File: src/rtl/pwr_guard_pkg.sv
package pwr_guard_pkg;
  typedef enum logic [1:0] {
    ST_NORMAL  = 2'd0,
    ST_PROTECT = 2'd1,
    ST_BATTERY = 2'd2,
    ST_RECOVER = 2'd3
  } pg_state_e;
endpackage

File: src/rtl/pwr_guard_sync.sv
module pwr_guard_sync #(
  parameter int WIDTH  = 2,
  parameter int STAGES = 2
) (
  input  logic             clk_i,
  input  logic             rst_ni,
  input  logic [WIDTH-1:0] d_i,
  output logic [WIDTH-1:0] q_o
);
  logic [STAGES-1:0][WIDTH-1:0] pipe_q;

  always_ff @(posedge clk_i or negedge rst_ni) begin
    if (!rst_ni) pipe_q[0] <= '0;
    else         pipe_q[0] <= d_i;
  end

  for (genvar g = 1; g < STAGES; g++) begin : g_stage
    always_ff @(posedge clk_i or negedge rst_ni) begin
      if (!rst_ni) pipe_q[g] <= '0;
      else         pipe_q[g] <= pipe_q[g-1];
    end
  end

  assign q_o = pipe_q[STAGES-1];
endmodule

File: src/rtl/pwr_guard_rec_cnt.sv
module pwr_guard_rec_cnt #(
  parameter int REC_CYCLES = 20,
  parameter int CNT_W      = $clog2(REC_CYCLES + 1)
) (
  input  logic clk_i,
  input  logic rst_ni,
  input  logic load_i,
  input  logic dec_i,
  output logic done_o
);
  localparam logic [CNT_W-1:0] LOAD_VAL = CNT_W'(REC_CYCLES - 1);

  logic [CNT_W-1:0] cnt_q;

  always_ff @(posedge clk_i or negedge rst_ni) begin
    if (!rst_ni)                      cnt_q <= '0;
    else if (load_i)                  cnt_q <= LOAD_VAL;
    else if (dec_i && cnt_q != '0)    cnt_q <= cnt_q - 1'b1;
  end

  assign done_o = (cnt_q == '0);
endmodule

File: src/rtl/pwr_guard_fsm.sv
module pwr_guard_fsm
  import pwr_guard_pkg::*;
(
  input  logic      clk_i,
  input  logic      rst_ni,
  input  logic      pf_i,
  input  logic      so_i,
  input  logic      rec_done_i,
  output pg_state_e state_o,
  output logic      rec_load_o,
  output logic      rec_dec_o
);
  pg_state_e state_q, state_d;

  always_comb begin
    state_d = state_q;
    unique case (state_q)
      ST_NORMAL: begin
        if (so_i)      state_d = ST_BATTERY;
        else if (pf_i) state_d = ST_PROTECT;
      end
      ST_PROTECT: begin
        if (so_i)       state_d = ST_BATTERY;
        else if (!pf_i) state_d = ST_RECOVER;
      end
      ST_BATTERY: begin
        if (!so_i) state_d = pf_i ? ST_PROTECT : ST_RECOVER;
      end
      ST_RECOVER: begin
        // a fresh failure cancels the count
        if (so_i)            state_d = ST_BATTERY;
        else if (pf_i)       state_d = ST_PROTECT;
        else if (rec_done_i) state_d = ST_NORMAL;
      end
      default: state_d = ST_PROTECT;
    endcase
  end

  always_ff @(posedge clk_i or negedge rst_ni) begin
    if (!rst_ni) state_q <= ST_NORMAL;
    else         state_q <= state_d;
  end

  assign rec_load_o = (state_d == ST_RECOVER) && (state_q != ST_RECOVER);
  assign rec_dec_o  = (state_q == ST_RECOVER);
  assign state_o    = state_q;
endmodule

File: src/rtl/pwr_guard.sv
module pwr_guard
  import pwr_guard_pkg::*;
#(
  parameter int REC_CYCLES  = 20,
  parameter int SYNC_STAGES = 2
) (
  input  logic       clk_i,
  input  logic       rst_ni,
  input  logic       pfail_i,
  input  logic       swover_i,
  input  logic       mem_ce_n_i,
  output logic       reg_block_o,
  output logic       rst_o,
  output logic       mem_ce_n_o,
  output logic       bat_sel_o,
  output logic       out_en_o,
  output logic [1:0] state_o
);
  localparam int CNT_W = $clog2(REC_CYCLES + 1);

  logic [1:0] flags_s;
  logic       rec_load, rec_dec, rec_done;
  pg_state_e  state;

  pwr_guard_sync #(.WIDTH(2), .STAGES(SYNC_STAGES)) u_sync (
    .clk_i (clk_i),
    .rst_ni(rst_ni),
    .d_i   ({swover_i, pfail_i}),
    .q_o   (flags_s)
  );

  pwr_guard_fsm u_fsm (
    .clk_i     (clk_i),
    .rst_ni    (rst_ni),
    .pf_i      (flags_s[0]),
    .so_i      (flags_s[1]),
    .rec_done_i(rec_done),
    .state_o   (state),
    .rec_load_o(rec_load),
    .rec_dec_o (rec_dec)
  );

  pwr_guard_rec_cnt #(.REC_CYCLES(REC_CYCLES), .CNT_W(CNT_W)) u_cnt (
    .clk_i (clk_i),
    .rst_ni(rst_ni),
    .load_i(rec_load),
    .dec_i (rec_dec),
    .done_o(rec_done)
  );

  logic protect;
  assign protect     = (state != ST_NORMAL);
  assign reg_block_o = protect;
  assign rst_o       = protect;
  assign mem_ce_n_o  = protect | mem_ce_n_i;
  assign bat_sel_o   = (state == ST_BATTERY);
  assign out_en_o    = (state != ST_BATTERY);
  assign state_o     = state;
endmodule

File: config.mk
export PLATFORM = sky130hd
export DESIGN_NAME = pwr_guard
export DESIGN_NICKNAME = d
export VERILOG_FILES = /design/src/rtl/pwr_guard_pkg.sv /design/src/rtl/pwr_guard_sync.sv /design/src/rtl/pwr_guard_rec_cnt.sv /design/src/rtl/pwr_guard_fsm.sv /design/src/rtl/pwr_guard.sv
export SDC_FILE = /design/constraint.sdc
export NUM_CORES = 1
export LEC_CHECK = 0
export BUFFER_PORTS_ARGS = -buffer_cell sky130_fd_sc_hd__buf_2
export CORE_AREA = 2 2 39 41
export CTS_CLUSTER_SIZE = 28
export DETAILED_ROUTE_END_ITERATION = 7
export DIE_AREA = 0 0 41 43
export GPL_ROUTABILITY_DRIVEN = 0
export SLEW_MARGIN = 20
export SYNTH_ARGS = -nofsm -noshare
export SYNTH_HDL_FRONTEND = slang
export SYNTH_SLANG_ARGS = --single-unit
File: constraint.sdc
create_clock -name clk_i -period 2.3 [get_ports clk_i]
set_clock_uncertainty 0.15 [all_clocks]
set_input_delay 0.46 -clock clk_i [delete_from_list [all_inputs] [get_ports clk_i]]
set_output_delay 0.46 -clock clk_i [all_outputs]
set_load 0.02 [all_outputs]
**Yosys cells after proc, flatten, opt, wreduce, memory -nomap -nowiden**

Cells that the tools add are included.

- Muxes and demuxes: 12
- Bitwise operators: 1
- Add/subtract/negate cells: 1
- Reductions and logical operators: 7
- Eq/ne operators: 6

Operator list:

| operator | number |
|---|---|
| 2-bit 2-to-1 mux | 9 |
| 5-bit 2-to-1 mux | 2 |
| 2-bit case mux with 4 select lines | 1 |
| 2-bit == test, second input constant | 3 |
| 5-bit logical NOT | 1 |
| 5-bit nonzero test | 1 |
| 5-bit by 1-bit subtractor with 5-bit output, second input constant | 1 |
| 2-bit != test, second input constant | 2 |
| 2-bit nonzero test | 2 |
| 2-bit by 1-bit == test with 1-bit output, second input constant | 1 |
| 1-bit logical AND | 2 |
| 2-bit logical NOT | 1 |
| 1-bit OR | 1 |

- Output and inout port bits: 7
- Word-level logic and storage cells: 31
- Bits in registers: 11

**Longest topological paths before layout**

Gate-level depths: netlist (run 1).

- Depth in word-level cells: 8
- Depth in mapped cells: 6

**Hierarchy**

A second synthesis (run 1) with hierarchy kept.

- Cell total of the unflattened synthesis: 48
- Area total of the unflattened synthesis: 550.5 um^2

Modules (own cells, without submodules):

| module | area each (um^2) | times used | sequential area each (um^2) | cells an instance |
|---|---|---|---|---|
| pwr_guard_rec_cnt | 284.0 | 1 | 125.1 | 26 |
| pwr_guard_fsm | 116.4 | 1 | 50.0 | 11 |
| pwr_guard_sync | 115.1 | 1 | 100.1 | 6 |
| pwr_guard | 35.0 | 1 | 0.0 | 5 |

**Worst setup path before layout (run 1)**

Ideal clock, no wire load.

- Kind: register to output
- From: register u_fsm.state_q[1] (netlist: u_fsm.state_o[1])
- To: output rst_o
- Arrival: 1.182 ns
- Setup slack: 0.508 ns
- Data required time: 1.690 ns
- Path buffers: 2
- Cell stages (with the launch flop): 4
- Cells stage by stage: dfrtp_1 > buf_2 > or2_2 > buf_4

- Longest elaborated chain between the ends: 1

Ends and longest elaborated chain:

| what | line | text |
|---|---|---|
| from (decl) | pwr_guard_fsm.sv:13 | `pg_state_e state_q, state_d;` |
| from (signal assigned) | pwr_guard_fsm.sv:41 | `else state_q <= state_d;` |
| 2-bit nonzero test | pwr_guard.sv:52 | `assign protect = (state != ST_NORMAL);` |
| to (decl) | pwr_guard.sv:13 | `output logic rst_o,` |

Every way passes these cells.

**Worst setup path in the final report (run 1)**

- From: register u_fsm.state_q[1] (netlist: u_fsm.state_o[1])
- To: output mem_ce_n_o

- Longest elaborated chain between the ends: 2

Ends and longest elaborated chain:

| what | line | text |
|---|---|---|
| 2-bit nonzero test | pwr_guard.sv:52 |  |
| 1-bit OR | pwr_guard.sv:55 | `assign mem_ce_n_o = protect \| mem_ce_n_i;` |
| to (decl) | pwr_guard.sv:14 | `output logic mem_ce_n_o,` |

Every way passes these cells.

==> flow_metrics.py, run 1 <==
metrics = {
    "cts": {
        "post-cts-setup-buffers": 0,
        "insertion_delay_ps": 270,
        "clk_pin_slew_ps": 70,
        "cts_tree": "done",
        "cts.sinks": 11,
        "h-tree-depth": 1,
        "cts_root_buf": "clkbuf_4",
        "numCtsBuffers": 3,
        "cts.path.max_buffers": 2,
    },
    "synth": {
        "synth_enable_flop_cells": 0,
        "ys_warn_count": 0,
        "synth_area_leaders": "dfrtp_1 (52%), ha_1 (4.7%), mux2i_1 (3.7%)",
        "synth_top_area_frac": 0.515,
        "synth_cells": 50,
        "synthFlopType": "dfrtp_1",
        "synthArstFlopShare": 1.00,
        "synth_area_leader_cell": "dfrtp_1",
        "seq_area_frac_synth": 0.515,
        "syn_nets": 57,
        "ys_types": 23,
        "synth.ff_latch_count": 11,
        "netlist_area_um2": 534,
        "syn_area_per_cell_um2": 10.7,
    },
    "setup_path": {
        "rrSetupSlack_ps": 480,
        "cp-end-kind": "output pin",
        "critical_path.max_stage_delay_ps": 510,
        "reg2reg_from": "u_cnt.cnt_q[0]$_DFFE_PN0P_",
        "cp-startpoint": "u_fsm.state_o[1]$_DFF_PN0_",
        "worstSetupPathDepth": 2,
        "criticalPathCategory": "reg2out",
        "cp_cell_sequence": "or3_1 > buf_2",
        "r2r_cells": 5,
        "reg2reg_to": "u_cnt.cnt_q[1]$_DFFE_PN0P_",
        "endpoint": "mem_ce_n_o",
        "worst-path-buf-inv": 1,
        "cp_slowest_cell": "dfrtp_1",
        "cp_top_family": "flip-flops",
        "startpoint_type": "flip-flop",
        "cp.required_ps": 1690,
        "crit_arrival_ps": 1340,
        "crit_fanout": 12,
    },
    "die": {
        "fp-row-count": 14,
        "start_util": 0.386,
        "die_h_um": 43,
        "io_pins": 12,
        "fp.coreArea_um2": 1380,
        "die_w_um": 41,
        "die-area_um2": 1760,
    },
    "power": {
        "switching_share": 0.325,
        "switchingPower_mw": 0.182,
        "clockPowerShare": 0.231,
        "max-vdd-ir-drop_v": 0.000418,
        "p_int_mw": 0.378,
        "combPwrFrac": 0.273,
        "power.total_mw": 0.561,
        "cellPowerDensity_nw_per_um2": 900,
        "total_leakage_power_nw": 0.294,
        "power_frac_seq": 0.496,
    },
    "timing": {
        "hold_viol": 0,
        "rsz0062_at_grt": "no",
        "period_minus_slack_ps": 1950,
        "worst_pin_slew_ps": 363,
        "setup_viol": 0,
        "max_slew_margin": 0.758,
        "finalMaxSlewViolations": 0,
        "timing.setup.tns_ps": 0,
        "finalCritPeriodShare": 0.849,
        "max_freq_ghz": 0.512,
    },
    "global_routing": {
        "grt_pass1_wl_mm": 1.57,
        "grt_pass1_vias": 387,
        "track_usage": 0.136,
        "antenna_found_initial": 0,
        "grt_max_degree": 13,
        "grt-ovfl-total": 0,
    },
    "routing": {
        "drtAntennaViolNets": 0,
        "vias": 402,
        "wirelength_um": 890,
        "vias_per_cell": 5.15,
        "avgRoutedWirePerCell_um": 11.4,
        "first_pass_iters": 2,
        "drt_iter0_drc": 8,
        "drc": 0,
    },
    "flow_run": {
        "max_cap_viol_count": 0,
    },
    "layout": {
        "final_cell_mix": "buf_2 (11), dfrtp_1 (11), inv_1 (5), o21ai_0 (4)",
        "drive_above_1_share": 0.306,
        "finalNetCount": 70,
        "diodes": 0,
        "area_delta_synth_final_pct": 16.6,
    },
    "run_status": {
        "status": "finished clean",
    },
    "min_path": {
        "hold_path.class": "in2reg",
    },
    "place": {
        "port_buffers": 11,
        "dp_hpwl_um": 649,
    },
}
per-layer routing:
metal | share of wire | global-route usage
met4 | 0.037 | 0.100
met2 | 0.44 | 0.188
met1 | 0.47 | 0.168
met5 | 0 | 0
met3 | 0.047 | 0.0471
worst min-delay path by stage:
stage	startpoint	end	slack (ps)	cells after the start
CTS	swover_i	u_sync.pipe_q[1]$_DFF_PN0_	140	1
global placement	u_sync.pipe_q[0]$_DFF_PN0_	u_sync.q_o[0]$_DFF_PN0_	180	0
global route	pfail_i	u_sync.pipe_q[0]$_DFF_PN0_	130	1
finish	swover_i	u_sync.pipe_q[1]$_DFF_PN0_	150	1
detailed placement	rst_ni	u_sync.pipe_q[0]$_DFF_PN0_	190	1
floorplan	rst_ni	u_cnt.cnt_q[0]$_DFFE_PN0P_	10	0
cells in the mapped netlist (2+ instances only):
library cell / n
dfrtp_1: 11
inv_1: 5
nand4_1: 3
nand3_1: 2
or2_2: 3
nand2b_1: 2
ha_1: 2
buf_2: 3
o21ai_0: 4
mux2i_1: 2
area by class of cell:
class | instances | area (µm²)
clock buffer | 4 | 26.3
fill | 141 | 761
inverter | 5 | 18.8
multi-input combinational | 30 | 218
sequential | 11 | 275
tap | 16 | 20.0
timing repair buffer | 12 | 65.1
power groups by stage:
stage	Combinational (mW)	Clock [mW]	Sequential, mW
after floorplan	0.125	0	0.266
after global placement	0.148	0	0.280
after detailed placement	0.152	0	0.281
after CTS	0.155	0.135	0.277
after global routing	0.176	0.145	0.285
final	0.153	0.130	0.278
per-stage QoR:
stage                     worst slack [ps]  cell area (µm²)  utilization  cells  hold WS (ps)
after detailed placement               483              587        0.424     73           186
after global placement                 529              587        0.424     73           182
after floorplan                        508              534            -     50          14.4
after CTS                              341              623        0.450     78           140
after global routing                   241              623        0.450     78           133
final                                  347              623        0.450     78           148
state kept, by name, summed over array words and instances (netlist names):
| register | cells |
|---|---|
| u_sync.pipe_q | 2 |
| u_sync.q_o | 2 |
| u_fsm.state_o | 2 |
| u_cnt.cnt_q | 5 |
timing repair:
| item | 4_1_cts | 5_1_grt |
|---|---|---|
| endpoints found under the hold margin | 11 | 0 |
| hold buffers | 1 | 0 |
| gates resized for setup | 0 | 0 |
cells by family (layout without fill, tap and decap cells):
family                     Yosys count  count (layout)  synth area share
DFF                                 11              11             0.515
xor gates and xnor gates             1               1            0.0164
muxes                                2               2            0.0375
and+or+nand+nor                     16              16             0.208
AOI/OAI and AO/OA                    9               9            0.0984
adders and majority gates            2               2            0.0468
buffers and inverters                9              21            0.0773
Note: power is estimated with default switching activity, not from simulation.
==> run 2, diff against run 1 <==
==> constraint.sdc (replaced) <==
create_clock -name clk_i -period 2 [get_ports clk_i]
set_clock_uncertainty 0.15 [all_clocks]
set_input_delay 0.4 -clock clk_i [delete_from_list [all_inputs] [get_ports clk_i]]
set_output_delay 0.4 -clock clk_i [all_outputs]
set_load 0.02 [all_outputs]
==> run 2 against run 1 <==
  * Critical path depth unchanged
  * Final area stayed put
  * Count of clock-buffer cells in the layout unchanged
  * Highest routed layer unchanged
  * Register-to-register slack worse by 320 ps
  * Sequential power grew 15%
  * Cell count unchanged
==> flow_metrics.py, run 2 (same netlist as run 1, synthesis figures left out) <==
metrics = {
    "run_status": {
        "status": "finished clean",
    },
    "timing": {
        "finalCritPeriodShare": 0.936,
        "timing.setup.tns_ps": 0,
        "worst_pin_slew_ps": 347,
        "max_freq_ghz": 0.534,
        "finalMaxSlewViolations": 0,
        "max_slew_margin": 0.768,
        "rsz0062_at_grt": "no",
        "period_minus_slack_ps": 1870,
        "hold_viol": 0,
        "setup_viol": 0,
        "hold_ws_ps": 92.4,
    },
    "setup_path": {
        "crit_fanout": 12,
        "rrSetupSlack_ps": 160,
        "r2r_cells": 5,
        "criticalPathCategory": "reg2out",
        "reg2reg_to": "u_cnt.cnt_q[1]$_DFFE_PN0P_",
        "reg2reg_from": "u_cnt.cnt_q[1]$_DFFE_PN0P_",
        "cp_slowest_cell": "dfrtp_1",
        "cp.required_ps": 1450,
        "critical_path.max_stage_delay_ps": 500,
        "startpoint_type": "flip-flop",
        "cp-end-kind": "output pin",
        "cp_cell_sequence": "or3_1 > buf_2",
        "crit_arrival_ps": 1320,
    },
    "die": {
        "die_w_um": 41,
        "start_util": 0.386,
        "die_h_um": 43,
        "io_pins": 12,
        "fp.coreArea_um2": 1380,
        "die-area_um2": 1760,
        "fp-row-count": 14,
    },
    "power": {
        "switchingPower_mw": 0.213,
        "total_leakage_power_nw": 0.294,
        "p_int_mw": 0.437,
        "cellPowerDensity_nw_per_um2": 1040,
        "switching_share": 0.328,
        "combPwrFrac": 0.284,
        "max-vdd-ir-drop_v": 0.000514,
        "power_frac_seq": 0.492,
        "clockPowerShare": 0.224,
    },
    "min_path": {
        "holdCritStartpoint": "swover_i",
        "hold_path.class": "in2reg",
        "hold_path_depth": 1,
        "hold_path_end": "u_sync.pipe_q[1]$_DFF_PN0_",
    },
    "cts": {
        "cts_root_buf": "clkbuf_4",
        "clk_pin_slew_ps": 70,
        "cts.sinks": 11,
        "cts_tree": "done",
        "cts.path.max_buffers": 2,
        "h-tree-depth": 1,
        "numCtsBuffers": 3,
        "insertion_delay_ps": 260,
    },
    "global_routing": {
        "grt-ovfl-total": 0,
        "antenna_found_initial": 0,
        "grt_pass1_vias": 420,
        "grt_pass1_wl_mm": 1.65,
        "track_usage": 0.142,
        "grt_max_degree": 13,
    },
    "routing": {
        "drtAntennaViolNets": 0,
        "vias": 411,
        "drc": 0,
        "avgRoutedWirePerCell_um": 12.2,
        "vias_per_cell": 5.27,
        "drt_iter0_drc": 4,
        "first_pass_iters": 6,
        "wirelength_um": 950,
    },
    "place": {
        "port_buffers": 11,
        "postPlaceCellArea_um2": 587,
        "dpl.cell_count": 73,
        "dp_hpwl_um": 665,
    },
    "layout": {
        "largest-register": "u_cnt.cnt_q",
        "final_cell_mix": "buf_2 (11), dfrtp_1 (11), inv_1 (5), o21ai_0 (4)",
        "diodes": 0,
        "layout.cells.non_filler": 78,
        "area_delta_synth_final_pct": 16.6,
        "drive_above_1_share": 0.306,
        "finalNetCount": 70,
        "largest_register_ff_count": 5,
        "design_area_um2": 623,
    },
    "flow_run": {
        "max_cap_viol_count": 0,
    },
}
run 2: cell counts in the layout (fill, tap and decap cells not counted):
No cell type changed its count.
run 2: worst max-delay path: cells and delay by family (launching register included):
family / cells / cell delay (ps)
flops: 1 / 500
simple gates: 1 / 400
buf+inv: 1 / 160
run 2: power groups by stage:
stage                     clock network [mW]  registers (mW)  logic [mW]
after CTS                              0.152           0.320       0.188
after global placement                     0           0.322       0.170
final                                  0.146           0.320       0.185
after global routing                   0.163           0.330       0.215
after detailed placement                   0           0.324       0.176
after floorplan                            0           0.306       0.143
run 2: worst max-delay path by stage:
| stage | slack [ps] | cells past startpoint | startpoint | end |
|---|---|---|---|---|
| final | 130 | 2 | u_fsm.state_o[1]$_DFF_PN0_ | mem_ce_n_o |
| after global routing | 20 | 2 | u_fsm.state_o[1]$_DFF_PN0_ | mem_ce_n_o |
| after CTS | 120 | 2 | u_fsm.state_o[1]$_DFF_PN0_ | mem_ce_n_o |
| after detailed placement | 190 | 5 | u_cnt.cnt_q[0]$_DFFE_PN0P_ | u_cnt.cnt_q[1]$_DFFE_PN0P_ |
| after global placement | 230 | 5 | u_cnt.cnt_q[0]$_DFFE_PN0P_ | u_cnt.cnt_q[0]$_DFFE_PN0P_ |
| after floorplan | 270 | 3 | u_fsm.state_o[1]$_DFF_PN0_ | rst_o |
run 2: layer usage:
metal	global-route usage	part of all wire	wire [µm]
met5	0	0	0
met4	0.120	0.047	45
met3	0.0733	0.065	62
met2	0.184	0.45	430
met1	0.163	0.43	412
run 2: per-stage QoR:
stage	util	total power, mW	worst slack, ps
finish	0.450	0.651	129
global route	0.450	0.708	19.6
CTS	0.450	0.660	119
detailed placement	0.424	0.500	191
global placement	0.424	0.492	229
floorplan	-	0.450	268
run 2: area by class of cell:
class / instances / area (µm²)
fill: 143 / 761
sequential: 11 / 275
multi-input combinational: 30 / 218
timing repair buffer: 12 / 65.1
clock buffer: 4 / 26.3
tap: 16 / 20.0
inverter: 5 / 18.8
run 2: repair_timing:
action                     CTS  global route
hold endpoints to repair    11             0
setup endpoints to repair    0             0
gates resized for setup      0             0
hold buffers                 1             0
buffers inserted             0             0
